===== src/rtl/mdio_pkg.sv =====
package mdio_pkg;
  localparam int CMD_W      = 32;
  localparam int DATA_W     = 16;
  localparam int PRE_BITS   = 32;
  localparam int FRAME_BITS = PRE_BITS + CMD_W;
  localparam int TA_IDX     = FRAME_BITS - DATA_W - 2;
  localparam int DATA_IDX   = FRAME_BITS - DATA_W;
  localparam int RD_OP_BIT  = 29;
  localparam int ADDR_W     = 2;
  localparam logic [ADDR_W-1:0] ADDR_CMD = 2'd0;
  localparam logic [ADDR_W-1:0] ADDR_CLK = 2'd1;
  localparam logic [ADDR_W-1:0] ADDR_EVT = 2'd2;

  typedef struct packed {
    logic load;
    logic advance;
    logic bodyBit;
    logic turnBit;
    logic sample;
    logic done;
  } mdioStrobes_t;
endpackage


===== src/rtl/mdio_ctrl.sv =====
module mdio_ctrl
  import mdio_pkg::*;
#(
  parameter int DIV_W  = 6,
  parameter int HOLD_W = 3
) (
  input  logic              clk,
  input  logic              rstN,
  input  logic              cmdWrite,
  input  logic              isRead,
  input  logic [DIV_W-1:0]  divVal,
  input  logic [HOLD_W-1:0] holdVal,
  output logic              busy,
  output logic              mdc,
  output mdioStrobes_t      st
);
  localparam int BIT_W = $clog2(FRAME_BITS);
  localparam logic [BIT_W-1:0] LAST_IDX = BIT_W'(FRAME_BITS - 1);
  localparam logic [BIT_W-1:0] PRE_IDX  = BIT_W'(PRE_BITS);
  localparam logic [BIT_W-1:0] TA_POS   = BIT_W'(TA_IDX);
  localparam logic [BIT_W-1:0] DATA_POS = BIT_W'(DATA_IDX);

  logic             busyQ, mdcQ;
  logic [DIV_W-1:0] phaseCnt, divEff, holdExt, holdCap;
  logic [BIT_W-1:0] bitIdx, tgtBit;
  logic             phaseEnd, riseNow, fallNow, lastBit;

  always_comb begin
    divEff   = (divVal == '0) ? DIV_W'(1) : divVal;
    holdExt  = DIV_W'(holdVal);
    holdCap  = (holdExt >= divEff) ? divEff - 1'b1 : holdExt;
    phaseEnd = (phaseCnt == divEff - 1'b1);
    riseNow  = busyQ && !mdcQ && phaseEnd;
    fallNow  = busyQ && mdcQ && phaseEnd;
    lastBit  = (bitIdx == LAST_IDX);
    tgtBit   = fallNow ? bitIdx + 1'b1 : bitIdx;

    st.load    = cmdWrite && !busyQ;
    st.advance = busyQ && ((fallNow && !lastBit && holdCap == '0) ||
                 (!mdcQ && holdCap != '0 && phaseCnt == holdCap - 1'b1 && bitIdx != '0));
    st.bodyBit = (tgtBit >= PRE_IDX);
    st.turnBit = (tgtBit >= TA_POS);
    st.sample  = riseNow && isRead && (bitIdx >= DATA_POS);
    st.done    = fallNow && lastBit;
  end

  always_ff @(posedge clk) begin
    if (!rstN) begin
      busyQ    <= 1'b0;
      mdcQ     <= 1'b0;
      phaseCnt <= '0;
      bitIdx   <= '0;
    end else if (st.load) begin
      busyQ    <= 1'b1;
      mdcQ     <= 1'b0;
      phaseCnt <= '0;
      bitIdx   <= '0;
    end else if (busyQ) begin
      if (phaseEnd) begin
        phaseCnt <= '0;
        mdcQ     <= ~mdcQ;
        if (fallNow) begin
          if (lastBit) begin
            busyQ  <= 1'b0;
            bitIdx <= '0;
          end else begin
            bitIdx <= bitIdx + 1'b1;
          end
        end
      end else begin
        phaseCnt <= phaseCnt + 1'b1;
      end
    end
  end

  assign busy = busyQ;
  assign mdc  = mdcQ;


  idle_mdc_low_chk: assert property (@(posedge clk) disable iff (!rstN)
    !busyQ |-> !mdcQ);


  launch_busy_chk: assert property (@(posedge clk) disable iff (!rstN)
    (cmdWrite && !busyQ) |=> (busyQ && !mdcQ));
endmodule


===== src/rtl/mdio_dp.sv =====
module mdio_dp
  import mdio_pkg::*;
#(
  parameter int DIV_W    = 6,
  parameter int HOLD_W   = 3,
  parameter int DIV_LSB  = 1,
  parameter int HOLD_LSB = 8
) (
  input  logic              clk,
  input  logic              rstN,
  input  logic              wrEn,
  input  logic [ADDR_W-1:0] regAddr,
  input  logic [CMD_W-1:0]  wrData,
  input  logic              busy,
  input  mdioStrobes_t      st,
  input  logic              mdioIn,
  output logic [CMD_W-1:0]  rdData,
  output logic              mdioOut,
  output logic              mdioOe,
  output logic [DIV_W-1:0]  divVal,
  output logic [HOLD_W-1:0] holdVal,
  output logic              isRead
);
  logic [CMD_W-1:0]  cmdReg, shiftReg, clkWord;
  logic [DATA_W-1:0] capReg;
  logic [DIV_W-1:0]  clkDivQ;
  logic [HOLD_W-1:0] clkHoldQ;
  logic              evtQ, isReadQ, outQ, oeQ;

  always_ff @(posedge clk) begin
    if (!rstN) begin
      cmdReg   <= '0;
      shiftReg <= '0;
      capReg   <= '0;
      isReadQ  <= 1'b0;
      outQ     <= 1'b1;
      oeQ      <= 1'b0;
    end else begin
      if (st.load) begin
        cmdReg   <= wrData;
        shiftReg <= wrData;
        isReadQ  <= wrData[RD_OP_BIT];
        outQ     <= 1'b1;
        oeQ      <= 1'b1;
      end else if (st.advance) begin
        if (st.bodyBit) begin
          outQ     <= shiftReg[CMD_W-1];
          shiftReg <= {shiftReg[CMD_W-2:0], 1'b0};
          oeQ      <= !(isReadQ && st.turnBit);
        end else begin
          outQ <= 1'b1;
        end
      end
      if (st.sample) capReg <= {capReg[DATA_W-2:0], mdioIn};
      if (st.done) begin
        oeQ <= 1'b0;
        if (isReadQ) cmdReg[DATA_W-1:0] <= capReg;
      end
    end
  end

  always_ff @(posedge clk) begin
    if (!rstN) begin
      clkDivQ  <= '0;
      clkHoldQ <= '0;
      evtQ     <= 1'b0;
    end else begin
      if (wrEn && regAddr == ADDR_CLK) begin
        clkDivQ  <= wrData[DIV_LSB +: DIV_W];
        clkHoldQ <= wrData[HOLD_LSB +: HOLD_W];
      end
      if (st.done) evtQ <= 1'b1;
      else if (wrEn && regAddr == ADDR_EVT && wrData[0]) evtQ <= 1'b0;
    end
  end

  always_comb begin
    clkWord = '0;
    clkWord[DIV_LSB +: DIV_W]   = clkDivQ;
    clkWord[HOLD_LSB +: HOLD_W] = clkHoldQ;
    case (regAddr)
      ADDR_CMD: rdData = cmdReg;
      ADDR_CLK: rdData = clkWord;
      ADDR_EVT: rdData = {{(CMD_W-2){1'b0}}, busy, evtQ};
      default:  rdData = '0;
    endcase
  end

  assign mdioOut = outQ;
  assign mdioOe  = oeQ;
  assign divVal  = clkDivQ;
  assign holdVal = clkHoldQ;
  assign isRead  = isReadQ;


  done_sets_evt_chk: assert property (@(posedge clk) disable iff (!rstN)
    $fell(busy) |-> evtQ);


  idle_release_chk: assert property (@(posedge clk) disable iff (!rstN)
    !busy |-> !oeQ);


  cmd_frozen_chk: assert property (@(posedge clk) disable iff (!rstN)
    (busy && !st.done) |=> $stable(cmdReg));
endmodule


===== src/rtl/mdio_master.sv =====
module mdio_master
  import mdio_pkg::*;
#(
  parameter int DIV_W    = 6,
  parameter int HOLD_W   = 3,
  parameter int DIV_LSB  = 1,
  parameter int HOLD_LSB = 8
) (
  input  logic              clk,
  input  logic              rstN,
  input  logic              wrEn,
  input  logic [ADDR_W-1:0] regAddr,
  input  logic [CMD_W-1:0]  wrData,
  output logic [CMD_W-1:0]  rdData,
  output logic              mdc,
  output logic              mdioOut,
  output logic              mdioOe,
  input  logic              mdioIn
);
  mdioStrobes_t      st;
  logic              busy, isRead;
  logic [DIV_W-1:0]  divVal;
  logic [HOLD_W-1:0] holdVal;
  logic              cmdWrite;

  assign cmdWrite = wrEn && (regAddr == ADDR_CMD);

  mdio_ctrl #(.DIV_W(DIV_W), .HOLD_W(HOLD_W)) uCtrl (
    .clk(clk), .rstN(rstN), .cmdWrite(cmdWrite), .isRead(isRead),
    .divVal(divVal), .holdVal(holdVal), .busy(busy), .mdc(mdc), .st(st)
  );

  mdio_dp #(.DIV_W(DIV_W), .HOLD_W(HOLD_W), .DIV_LSB(DIV_LSB), .HOLD_LSB(HOLD_LSB)) uDp (
    .clk(clk), .rstN(rstN), .wrEn(wrEn), .regAddr(regAddr), .wrData(wrData),
    .busy(busy), .st(st), .mdioIn(mdioIn), .rdData(rdData), .mdioOut(mdioOut),
    .mdioOe(mdioOe), .divVal(divVal), .holdVal(holdVal), .isRead(isRead)
  );


  steady_while_high_chk: assert property (@(posedge clk) disable iff (!rstN)
    (mdc && $past(mdc)) |-> $stable(mdioOut));
endmodule


===== config.mk =====
export PLATFORM = sky130hd
export DESIGN_NAME = mdio_master
export DESIGN_NICKNAME = d
export VERILOG_FILES = /design/src/rtl/mdio_pkg.sv /design/src/rtl/mdio_ctrl.sv /design/src/rtl/mdio_dp.sv /design/src/rtl/mdio_master.sv
export SDC_FILE = /design/constraint.sdc
export NUM_CORES = 1
export LEC_CHECK = 0
export BUFFER_PORTS_ARGS = -buffer_cell sky130_fd_sc_hd__buf_4
export CORE_MARGIN = 2
export CORE_UTILIZATION = 45
export DETAILED_ROUTE_END_ITERATION = 10
export GPL_ROUTABILITY_DRIVEN = 0
export HOLD_SLACK_MARGIN = 0.05
export PLACE_DENSITY_LB_ADDON = 0.15
export SYNTH_ARGS = -nofsm -noshare
export SYNTH_HDL_FRONTEND = slang
export SYNTH_SLANG_ARGS = --single-unit

===== constraint.sdc =====
create_clock -name clk -period 3.65 [get_ports clk]
set_input_delay 0.365 -clock clk [delete_from_list [all_inputs] [get_ports clk]]
set_output_delay 0.365 -clock clk [all_outputs]
set_load 0.02 [all_outputs]

==> summary.md, run 1 <==
| Metric | Value |
|---|---|
| Worst setup EP type | `flip-flop` |
| Biggest fanout along the worst timing path | `33` |
| Row count | `39` |
| Initial core utilization | `0.465` |
| Register area share after synthesis | `0.395` |
| Root Buffer | `clkbuf_16` |
| Commonest non-fill, non-tap cell in the layout | `dfxtp_1` |
| GR Util All Layers | `0.221` |
| Avg WL per Cell | `~16 um` |
| WP data arrival | `around 3.7 ns` |
| Ports | `73` |
| DRT Wirelength | `~14 mm` |
| Slew @ Worst Pin | `approximately 1.1 ns` |
| Vias | `between 4000 and 5000` |
| H-tree depth | `3` |
| First-pass GRT wire length | `roughly 23 mm` |
| Status | `finished clean` |
| Worst setup SP type | `flip-flop` |
| CTS tree | `done` |
| Leak pwr | `~2.6 nW` |
| Leading cell types in the layout, fill and taps excluded | `dfxtp_1 (105), buf_4 (90), nand2_1 (72), nor2_1 (64), a21oi_1 (64)` |
| Share of flip-flops with an asynchronous set or reset | `0` |
| 1st-iter DRT viols | `368` |
| DIE AREA | `0.0128 mm2` |
| Final Hold Viols | `0` |
| Top FF cell, synth | `dfxtp_1` |
| Maximum clock path buffer count | `2` |
| Minimum clock period | `between 3 and 4 ns` |
| DRT Pass-1 Iters | `5` |
| Final setup viols | `0` |
| Yosys cell types | `59` |
| Chip width | `113 um` |
| Hold Path Class | `in2reg` |
| Max Slew Vio Count | `0` |
| Sink Count | `between 100 and 150` |
| Post-synth EDFFs | `0` |
| Residual DRC count | `0` |
| Cells after synthesis | `approximately 670` |
| Layout Area Growth over Synthesis | `19.7%` |
| Pwr per Cell Area | `approximately 400 mW/mm2` |
| Synth Net Count | `between 700 and 800` |
| Initial antenna violation count | `0` |
| Via density | `5.71` |
| Rel. slew slack | `0.281` |
| Dpl hpwl | `between 9 and 10 mm` |
| Setup Crit Path Kind | `reg2reg` |
| Worst vdd ir | `between 0.3 and 0.4 mV` |
| Skew-Pair Late Insertion Delay | `0.36 ns` |
| Req. time, crit path | `roughly 3.9 ns` |
| Synthesized area per cell | `between 8 and 9 um2` |
| Synthesized area | `approximately 0.0054 mm2` |
| Clock skew | `roughly 0.010 ns` |
| Flop and latch count out of synthesis | `106` |
| Buffers on Ports | `72` |
| Ys Warns | `0` |
| Die Span Y | `113 um` |
| Clk slew on worst S/H paths | `roughly 0.080 ns` |
| Remaining antenna violation count after routing | `0` |
| Final #Nets | `769` |
| Antenna cells | `0` |
| Fin crit share | `0.945` |
| Global route overflow | `0` |
| Vias in the first global route | `roughly 4700` |
| Post-Route Utilization | `0.557` |
| Max frequency | `around 0.29 GHz` |
| Placeable Area | `about 0.012 mm2` |
| Largest net degree at the start of global routing | `64` |
| Layout cells sized above 1 | `0.182` |
| TritonCTS Buffers | `9` |
| Max-Cap Viols | `0` |
| Hold_buf cts | `0` |
| Tot Pwr | `approximately 2.6 mW` |
[what timing repair did]
| action | CTS | global route |
|---|---|---|
| gates cloned | 0 | 0 |
| pin swaps | 0 | 1 |
| gates resized for setup | 1 | 14 |
| buffers inserted | 0 | 1 |
| setup endpoints to repair | 1 | 34 |
[path summary, 6_finish.rpt]
| kind | start | end | slack, ns | cells past startpoint |
|---|---|---|---|---|
| hold / removal | mdioIn | uDp.capReg[0] | 0.25 | 3 |
| setup / recovery | uDp.divVal[2] | uDp.mdioOe | 0.20 | 16 |
| setup reg to reg | uDp.divVal[2] | uDp.mdioOe | 0.20 | 16 |
| hold reg to reg | uDp.cmdReg[20] | uDp.cmdReg[20] | 0.45 | 2 |
[cell usage after synthesis, types with 3 or more instances]
| master | n | area share |
|---|---|---|
| o211ai_1 | 7 | 0.0098 |
| ha_1 | 8 | 0.019 |
| buf_2 | 6 | 0.0056 |
| nand4_1 | 4 | 0.0047 |
| xnor2_1 | 5 | 0.0081 |
| nand3_1 | 21 | 0.020 |
| dfxtp_1 | 106 | 0.39 |
| a21o_1 | 4 | 0.0056 |
| inv_1 | 9 | 0.0063 |
| o21ai_0 | 63 | 0.059 |
| a211oi_1 | 15 | 0.021 |
| and3_1 | 4 | 0.0047 |
| a21oi_1 | 65 | 0.060 |
| xor2_1 | 8 | 0.013 |
| nor3_1 | 11 | 0.010 |
| clkbuf_1 | 41 | 0.029 |
| o21ai_1 | 4 | 0.0037 |
| nor2b_1 | 9 | 0.010 |
| buf_4 | 3 | 0.0042 |
| nor2_1 | 65 | 0.045 |
| buf_1 | 3 | 0.0021 |
| or3_1 | 4 | 0.0047 |
| mux2i_1 | 42 | 0.078 |
| nand2_1 | 73 | 0.051 |
| and2_1 | 21 | 0.024 |
| a31oi_1 | 32 | 0.037 |
[layout make-up]
| class | instances | area, um2 |
|---|---|---|
| well taps | 143 | 179 |
| multi-input cells | 502 | 3050 |
| clock inverters | 6 | 72.6 |
| inverters | 10 | 37.5 |
| flip-flops and latches | 106 | 2120 |
| clock buffers | 9 | 225 |
| fillers | 1074 | 5130 |
| repair buffers | 94 | 747 |
[flip-flops by register name, indices dropped and copies added, names as in the netlist]
register	flops
uDp.cmdReg	32
uDp.holdVal	3
uCtrl.bitIdx	6
uDp.evtQ	1
uDp.shiftReg	32
uDp.divVal	6
uDp.mdioOut	1
uDp.mdioOe	1
uCtrl.mdc	1
uDp.capReg	16
uCtrl.phaseCnt	6
uCtrl.busy	1
[per-layer routing]
layer	share of wire	wire length, um	track usage	up-vias
li1	-	-	-	2489
met1	0.47	6470	0.287	2346
met2	0.48	6630	0.366	112
met3	0.036	502	0.0482	25
met4	0.022	308	0.0724	0
met5	0	0	0	-
[metrics by stage]
| stage | setup slack [ns] | instances | cell area (um2) | hold WS (ns) | setup TNS [ns] |
|---|---|---|---|---|---|
| 3_3_place_gp | 0.0917 | 854 | 6070 | 0.440 | 0 |
| 4_1_cts | 0.000675 | 869 | 6370 | 0.249 | 0 |
| 2_1_floorplan | 0.0186 | 672 | 5380 | 0.432 | 0 |
| 3_5_place_dp | -0.00425 | 854 | 6070 | 0.444 | -0.00425 |
| 5_1_grt | -0.0325 | 870 | 6440 | 0.252 | -0.0626 |
| 6_report | 0.200 | 870 | 6440 | 0.252 | 0 |
[critical path: stages, from the launching register on]
cell,delay (ns)
dfxtp_2,0.35
buf_6,0.14
inv_1,0.07
ha_1,0.31
nand2_1,0.08
o21ai_2,0.16
nand2_2,0.12
nor2_1,0.10
a21oi_1,0.05
ha_2,0.21
or4_1,0.55
a41o_1,0.26
and4_1,0.18
a32o_1,0.26
buf_12,0.18
a211oi_2,0.24
a211oi_1,0.06
[kinds of logic after synthesis]
group | after synthesis | synth area share
AND/OR/NAND/NOR | 229 | 0.202
AO/OA/AOI/OAI | 207 | 0.227
flip-flops | 106 | 0.395
buffers and inverters | 64 | 0.0484
multiplexers | 42 | 0.0782
XOR/XNOR | 15 | 0.0293
adder cells (fa/ha/maj) | 9 | 0.0205
[report_power, final]
part | leakage (nW) | internal [mW] | switching [mW]
sequential | 0.861 | 1.19 | 0.0236
clock | 0.148 | 0.538 | 0.460
combinational | 1.56 | 0.145 | 0.193
Note: power is estimated with default switching activity, not from simulation.
==> inputs of run 2 (changes only) <==
--- a/config.mk
+++ b/config.mk
@@ -11,7 +11,7 @@
 export DETAILED_ROUTE_END_ITERATION = 10
 export GPL_ROUTABILITY_DRIVEN = 0
 export HOLD_SLACK_MARGIN = 0.05
-export PLACE_DENSITY_LB_ADDON = 0.15
+export PLACE_DENSITY = 0.67
 export SYNTH_ARGS = -nofsm -noshare
 export SYNTH_HDL_FRONTEND = slang
 export SYNTH_SLANG_ARGS = --single-unit
==> summary.md, run 2 (synthesis gave the netlist of run 1 again) <==
| Metric | Value |
|---|---|
| Clk slew on worst S/H paths | `0.08 ns (about the same)` |
| Fin crit share | `0.934 (was 0.945)` |
| Post-CTS Setup Inserts | `0 (unchanged)` |
| Pwr per Cell Area | `392 mW/mm2 (was 396 mW/mm2)` |
| Vias | `4954 (was 4972)` |
| Leading cell types in the layout, fill and taps excluded | `dfxtp_1 (105), buf_4 (89), nand2_1 (72), nor2_1 (64), a21oi_1 (64) (was dfxtp_1 (105), buf_4 (90), nand2_1 (72), nor2_1 (64), a21oi_1 (64))` |
| Residual DRC count | `0 (unchanged)` |
| Final setup viols | `0 (unchanged)` |
| Placeable Area | `0.0116 mm2 (unchanged)` |
| Commonest non-fill, non-tap cell in the layout | `dfxtp_1 (unchanged)` |
| Req. time, crit path | `3.87 ns (was 3.88 ns)` |
| Largest regs | `uDp.cmdReg (32), uDp.shiftReg (32), uDp.capReg (16) (unchanged)` |
| Avg WL per Cell | `15.6 um (was 16.0 um)` |
| DR top layer | `met4 (unchanged)` |
| H-tree depth | `3 (unchanged)` |
| Fill cells | `1077 (was 1074)` |
| Worst setup SP type | `flip-flop (unchanged)` |
| Skew-Pair Late Insertion Delay | `0.35 ns (was 0.36 ns)` |
| Ports | `73 (unchanged)` |
| Clock skew | `0.0121 ns (was 0.0102 ns)` |
| Metal2 WL | `6.36 mm (was 6.63 mm)` |
| RSZ-0062 raised after global routing | `false` |
| Layout cells sized above 1 | `0.178 (was 0.182)` |
| DRT Pass-1 Iters | `5 (unchanged)` |
| Slew @ Worst Pin | `1.07 ns (was 1.08 ns)` |
| Vias in the first global route | `4695 (was 4746)` |
| Worst vdd ir | `0.340 mV (was 0.313 mV)` |
| Minimum clock period | `3.41 ns (was 3.45 ns)` |
| Row count | `39 (unchanged)` |
| Worst setup EP type | `flip-flop (unchanged)` |
| Largest net degree at the start of global routing | `64 (unchanged)` |
| Dpl cells | `853 (was 854)` |
| Status | `finished clean (unchanged)` |
| Remaining antenna violation count after routing | `0 (unchanged)` |
| 1st-iter DRT viols | `381 (was 368)` |
| Non-filler cells, final | `869 (was 870)` |
| Max frequency | `0.293 GHz (was 0.290 GHz)` |
| Hold WS | `0.244 ns (was 0.252 ns)` |
| DRT Wirelength | `13.6 mm (was 13.9 mm)` |
| Final #Nets | `767 (was 769)` |
| FF+latch area | `0.00212 mm2 (unchanged)` |
| WP data arrival | `3.63 ns (was 3.68 ns)` |
| Biggest fanout along the worst timing path | `33 (unchanged)` |
| Met3 WL | `569 um (was 502 um)` |
| Hold Path Class | `in2reg (unchanged)` |
| Setup Crit Path Kind | `reg2reg (unchanged)` |
| Maximum clock path buffer count | `2 (unchanged)` |
| TritonCTS Buffers | `9 (unchanged)` |
| Global route overflow | `0 (unchanged)` |
| WL met1 | `6.40 mm (was 6.47 mm)` |
| Final Hold Viols | `0 (unchanged)` |
| Root Buffer | `clkbuf_16 (unchanged)` |
| Rel. slew slack | `0.288 (was 0.281)` |
| Die Span Y | `113 um (unchanged)` |
| Area of the multi-input gates | `0.00304 mm2 (was 0.00305 mm2)` |
| Sink Count | `106 (unchanged)` |
| Leak pwr | `2.55 nW (was 2.57 nW)` |
| Initial antenna violation count | `0 (unchanged)` |
| Max Slew Vio Count | `0 (unchanged)` |
| Setup slack at placement | `0.00406 ns (was -0.00425 ns)` |
| DIE AREA | `0.0128 mm2 (unchanged)` |
| Final WS setup | `0.241 ns (was 0.200 ns)` |
| CTS tree | `done (unchanged)` |
| Max-Cap Viols | `0 (unchanged)` |
| Antenna cells | `0 (unchanged)` |
| Chip width | `113 um (unchanged)` |
| First-pass GRT wire length | `22.9 mm (was 23.1 mm)` |
| Dpl hpwl | `9.29 mm (was 9.54 mm)` |
| Initial core utilization | `0.465 (unchanged)` |
| Via density | `5.70 (was 5.71)` |
| Layout Area Growth over Synthesis | `18.8% (was 19.7%)` |
| Buffers on Ports | `72 (unchanged)` |
| Fin Setup TNS | `0 ns (unchanged)` |
| GR Util All Layers | `0.218 (was 0.221)` |
==> run 2: cell types whose count changed in the layout (fill, tap and decap cells not counted), sizes merged <==
cell	previous run	this run
clkinvlp	0	1
buf	94	92
clkinv	2	3
bufinv	1	0
==> run 2: power breakdown <==
group	internal [mW]	switching (mW)	total [mW]
logic	0.140	0.190	0.330
clock network	0.483	0.475	0.958
registers	1.19	0.0231	1.21
==> run 2: cell type report <==
cell class / count / area share
multi-input cells: 502 / 0.476
flip-flops and latches: 106 / 0.332
repair buffers: 92 / 0.112
clock buffers: 9 / 0.0352
well taps: 143 / 0.0280
clock inverters: 7 / 0.0112
inverters: 10 / 0.00587
==> run 2: per-stage QoR <==
| stage | utilization | instance area, um2 | total power, mW |
|---|---|---|---|
| 2_1_floorplan | - | 5380 | 1.45 |
| 3_3_place_gp | 0.523 | 6050 | 1.55 |
| 3_5_place_dp | 0.523 | 6050 | 1.56 |
| 4_1_cts | 0.549 | 6350 | 2.52 |
| 5_1_grt | 0.553 | 6390 | 2.61 |
| 6_report | 0.553 | 6390 | 2.50 |
==> run 2: worst paths after layout <==
| check | start | end | slack [ns] | cells after the start |
|---|---|---|---|---|
| max | uDp.divVal[3] | uDp.mdioOe | 0.24 | 15 |
| min | mdioIn | uDp.capReg[0] | 0.24 | 3 |
| max reg2reg | uDp.divVal[3] | uDp.mdioOe | 0.24 | 15 |
| min reg2reg | uDp.cmdReg[18] | uDp.cmdReg[18] | 0.45 | 2 |
==> run 2: worst max-delay path, stage by stage, from the launching register on <==
cell and delay [ns]:
dfxtp_1 0.33, nor3_2 0.20, a21o_1 0.15, ha_1 0.23
nor2b_2 0.15, o21ai_2 0.09, nand2_2 0.13, mux2i_1 0.10
ha_2 0.21, or4_1 0.54, a41o_1 0.26, and4_1 0.16
a32o_1 0.23, buf_8 0.18, a211oi_2 0.23, a211oi_1 0.06
==> run 2: what timing repair did <==
item	in CTS	in global routing
resized for setup	2	10
endpoints found under the hold margin	0	0
hold buffers	0	0
endpoints found under the setup margin	1	34
==> run 2: layer usage <==
| metal | global-route usage | vias to the layer above |
|---|---|---|
| met1 | 0.296 | 2338 |
| met2 | 0.351 | 112 |
| met3 | 0.0445 | 15 |
| met4 | 0.0667 | 0 |
| met5 | 0 | - |
| li1 | - | 2489 |
==> inputs of run 3 (changes only) <==
--- a/config.mk
+++ b/config.mk
@@ -14,4 +14,5 @@
 export PLACE_DENSITY = 0.67
 export SYNTH_ARGS = -nofsm -noshare
 export SYNTH_HDL_FRONTEND = slang
+export SYNTH_HIERARCHICAL = 1
 export SYNTH_SLANG_ARGS = --single-unit
==> summary.md, run 3 <==
| Metric | Value |
|---|---|
| Worst vdd ir | `0.272 mV (was 0.340 mV)` |
| Hold Path Class | `in2reg (unchanged)` |
| First-pass GRT wire length | `23.1 mm (was 22.9 mm)` |
| WP data arrival | `3.91 ns (was 3.63 ns)` |
| Pint | `1.87 mW (was 1.82 mW)` |
| Share of flip-flops with an asynchronous set or reset | `0 (unchanged)` |
| Synthesized area | `0.00560 mm2 (was 0.00538 mm2)` |
| Worst setup SP type | `flip-flop (unchanged)` |
| Yosys cell types | `63 (was 59)` |
| Final #Nets | `746 (was 767)` |
| Gate power share | `0.166 (was 0.132)` |
| DRT Pass-1 Iters | `4 (was 5)` |
| Max frequency | `0.274 GHz (was 0.293 GHz)` |
| Rel. slew slack | `0.446 (was 0.288)` |
| Register area share after synthesis | `0.379 (was 0.395)` |
| Biggest fanout along the worst timing path | `6 (was 33)` |
| Die Span Y | `116 um (was 113 um)` |
| Maximum clock path buffer count | `2 (unchanged)` |
| Cells after synthesis | `621 (was 672)` |
| CP max stage delay | `0.40 ns (was 0.54 ns)` |
| Synth Net Count | `667 (was 718)` |
| Root Buffer | `clkbuf_16 (unchanged)` |
| Final Hold Viols | `0 (unchanged)` |
| Antenna cells | `0 (unchanged)` |
| Buffers on Ports | `72 (unchanged)` |
| Ys Warns | `6 (was 0)` |
| Vias in the first global route | `4619 (was 4695)` |
| Synthesized area per cell | `9.02 um2 (was 8.00 um2)` |
| Flop and latch count out of synthesis | `106 (unchanged)` |
| Flop pwr share | `0.472 (was 0.485)` |
| Count leader, synth | `dfxtp_1 (unchanged)` |
| Dpl cells | `845 (was 853)` |
| RSZ-0062 raised after global routing | `true (was false)` |
| Leading cell types in the layout, fill and taps excluded | `buf_4 (109), dfxtp_1 (104), nor2_1 (90), mux2i_1 (90), nand2_1 (37) (was dfxtp_1 (105), buf_4 (89), nand2_1 (72), nor2_1 (64), a21oi_1 (64))` |
| Commonest non-fill, non-tap cell in the layout | `buf_4 (was dfxtp_1)` |
| Minimum clock period | `3.65 ns (was 3.41 ns)` |
| H-tree depth | `3 (unchanged)` |
| Global route overflow | `0 (unchanged)` |
| Most frequent CP cell | `buf_4` |
| Clock skew | `0.0115 ns (was 0.0121 ns)` |
| Biggest area consumer among synthesized cells | `dfxtp_1 (unchanged)` |
| Net Switching | `0.711 mW (was 0.688 mW)` |
| Setup slack at placement | `-0.336 ns (was 0.00406 ns)` |
| Metal2 WL | `6.89 mm (was 6.36 mm)` |
| Leak pwr | `2.67 nW (was 2.55 nW)` |
| Dpl hpwl | `9.53 mm (was 9.29 mm)` |
| Clock power share | `0.362 (was 0.383)` |
| Placeable Area | `0.0121 mm2 (was 0.0116 mm2)` |
| Hold WS | `0.245 ns (was 0.244 ns)` |
| Residual DRC count | `0 (unchanged)` |
| Initial antenna violation count | `0 (unchanged)` |
| Ports | `73 (unchanged)` |
| Reg2Reg Depth | `20 (was 15)` |
| Largest net degree at the start of global routing | `51 (was 64)` |
| Pwr per Cell Area | `366 mW/mm2 (was 392 mW/mm2)` |
| Largest regs | `uDp/cmdReg (32), uDp/shiftReg (32), uDp/capReg (16) (was uDp.cmdReg (32), uDp.shiftReg (32), uDp.capReg (16))` |
| Final setup viols | `0 (unchanged)` |
| Chip width | `116 um (was 113 um)` |
| Max Slew Vio Count | `0 (unchanged)` |
| Cells on Worst Hold Path | `3 (unchanged)` |
| Worst setup EP type | `flip-flop (unchanged)` |
| Remaining antenna violation count after routing | `0 (unchanged)` |
| Setup Crit Path Kind | `reg2reg (unchanged)` |
| Layout Area Growth over Synthesis | `25.7% (was 18.8%)` |
| Sw frac | `0.276 (was 0.275)` |
| Skew-Pair Late Insertion Delay | `0.36 ns (was 0.35 ns)` |
| Clk slew on worst S/H paths | `0.07 ns (was 0.08 ns)` |
| Area contributors post-synth | `dfxtp_1 (38%), mux2i_1 (16%), nor2_1 (6.0%) (was dfxtp_1 (39%), mux2i_1 (7.8%), a21oi_1 (6.0%))` |
| Met3 WL | `509 um (was 569 um)` |
| 1st-iter DRT viols | `339 (was 381)` |
| DRT Wirelength | `14.3 mm (was 13.6 mm)` |
| Crit-path slowest cell | `or3_4 (was or4_1)` |
| WL met1 | `6.72 mm (was 6.40 mm)` |
| GR Util All Layers | `0.217 (was 0.218)` |
| Layout cells sized above 1 | `0.267 (was 0.178)` |
| DIE AREA | `0.0134 mm2 (was 0.0128 mm2)` |
| Slew @ Worst Pin | `0.830 ns (was 1.07 ns)` |
| Fin crit share | `1.00 (was 0.934)` |
| TritonCTS Buffers | `9 (unchanged)` |
| Via density | `5.56 (was 5.70)` |
| Sink Count | `106 (unchanged)` |
| Req. time, crit path | `3.91 ns (was 3.87 ns)` |
| Status | `finished clean (unchanged)` |
| Max-Cap Viols | `0 (unchanged)` |
| Non-filler cells, final | `873 (was 869)` |
| Avg WL per Cell | `16.4 um (was 15.6 um)` |
| Final WS setup | `0.00105 ns (was 0.241 ns)` |
| Initial core utilization | `0.464 (was 0.465)` |
| CTS tree | `done (unchanged)` |
| Row count | `40 (was 39)` |
| Vias | `4858 (was 4954)` |
| Ordered cell list for the critical path | `or3_4 > o21ai_4 > ha_4 > nor2b_4 > o21ai_4 > nand2_2 > buf_4 > a21oi_2 > ha_1 > buf_4 > buf_4 > o2111ai_2 > nor4_2 > o211ai_1 > o21ai_2 > buf_6 > buf_6 > a21o_4 > clkbuf_16 > a221oi_1 (was nor3_2 > a21o_1 > ha_1 > nor2b_2 > o21ai_2 > nand2_2 > mux2i_1 > ha_2 > or4_1 > a41o_1 > and4_1 > a32o_1 > buf_8 > a211oi_2 > a211oi_1)` |
| Synth top area share | `0.379 (was 0.395)` |
| Post-synth EDFFs | `0 (unchanged)` |
| DR top layer | `met4 (unchanged)` |
| Synth top cells by count | `dfxtp_1 (106), mux2i_1 (90), nor2_1 (90) (was dfxtp_1 (106), nand2_1 (73), a21oi_1 (65), nor2_1 (65), o21ai_0 (63))` |
| Top FF cell, synth | `dfxtp_1 (unchanged)` |
-- run 3: cell types whose count changed after synthesis, moves of 22 or more --
cell      before  now
nand2_1       73   39
mux2i_1       42   90
a31oi_1       32    1
nor2_1        65   90
o21ai_0       63   14
a21oi_1       65    8
a221oi_1       0   22
-- run 3: final timing paths --
path,startpoint,endpoint,slack (ns)
setup reg to reg,uDp/divVal[3],uDp/shiftReg[12],0.001
setup / recovery,uDp/divVal[3],uDp/shiftReg[12],0.001
hold reg to reg,uDp/evtQ,uDp/evtQ,0.48
hold / removal,mdioIn,uDp/capReg[0],0.24
-- run 3: per-stage QoR --
stage,instance area [um2],utilization,total power [mW],setup TNS [ns]
after detailed placement,6350,0.526,1.58,-7.05
after global routing,7040,0.584,2.68,-5.17
after floorplan,5600,-,1.46,0
after CTS,6740,0.559,2.55,-0.981
final,7040,0.584,2.58,0
after global placement,6350,0.526,1.57,-1.22
-- run 3: what timing repair did --
| action | CTS | global route |
|---|---|---|
| setup buffers | 7 | 2 |
| pin swaps | 14 | 13 |
| endpoints found under the setup margin | 34 | 34 |
| gates cloned | 1 | 2 |
| hold endpoints to repair | 0 | 0 |
| hold buffers | 0 | 0 |
| gates resized for setup | 21 | 42 |
-- run 3: routing by layer --
layer	global-route usage	up-vias
li1	-	2387
met1	0.299	2339
met2	0.343	110
met3	0.0507	22
met4	0.0594	0
met5	0	-
-- run 3: cell families (layout without fill, tap and decap cells) --
kind of cell,after synthesis,after routing,share of synthesized area
AOI/OAI and AO/OA,104,104,0.139
xor gates and xnor gates,13,13,0.0228
adders and majority gates,8,8,0.0179
buffers and inverters,62,146,0.0572
DFF,106,106,0.379
muxes,90,90,0.161
and+or+nand+nor,238,238,0.223
-- run 3: final cells by class --
cell class	count	area (um2)
repair buffers	117	933
clock inverters	6	48.8
inverters	13	51.3
flip-flops and latches	106	2120
fillers	1064	5020
well taps	168	210
clock buffers	10	229
multi-input cells	453	3440
-- run 3: power by group through the flow --
| stage | Clock (mW) | Sequential (mW) | Combinational [mW] |
|---|---|---|---|
| after floorplan | 0 | 1.24 | 0.227 |
| after global placement | 0 | 1.24 | 0.331 |
| after detailed placement | 0 | 1.24 | 0.340 |
| after CTS | 0.959 | 1.22 | 0.373 |
| after global routing | 0.997 | 1.22 | 0.463 |
| final | 0.933 | 1.22 | 0.428 |
-- run 3: worst max-delay path, delay by kind of cell, from the launching register on --
kind            cells  cell delay [ns]
fa+ha+maj           2             0.53
simple gates        4             0.72
buf+inv             6             0.80
flops               1             0.32
compound gates      8             1.16
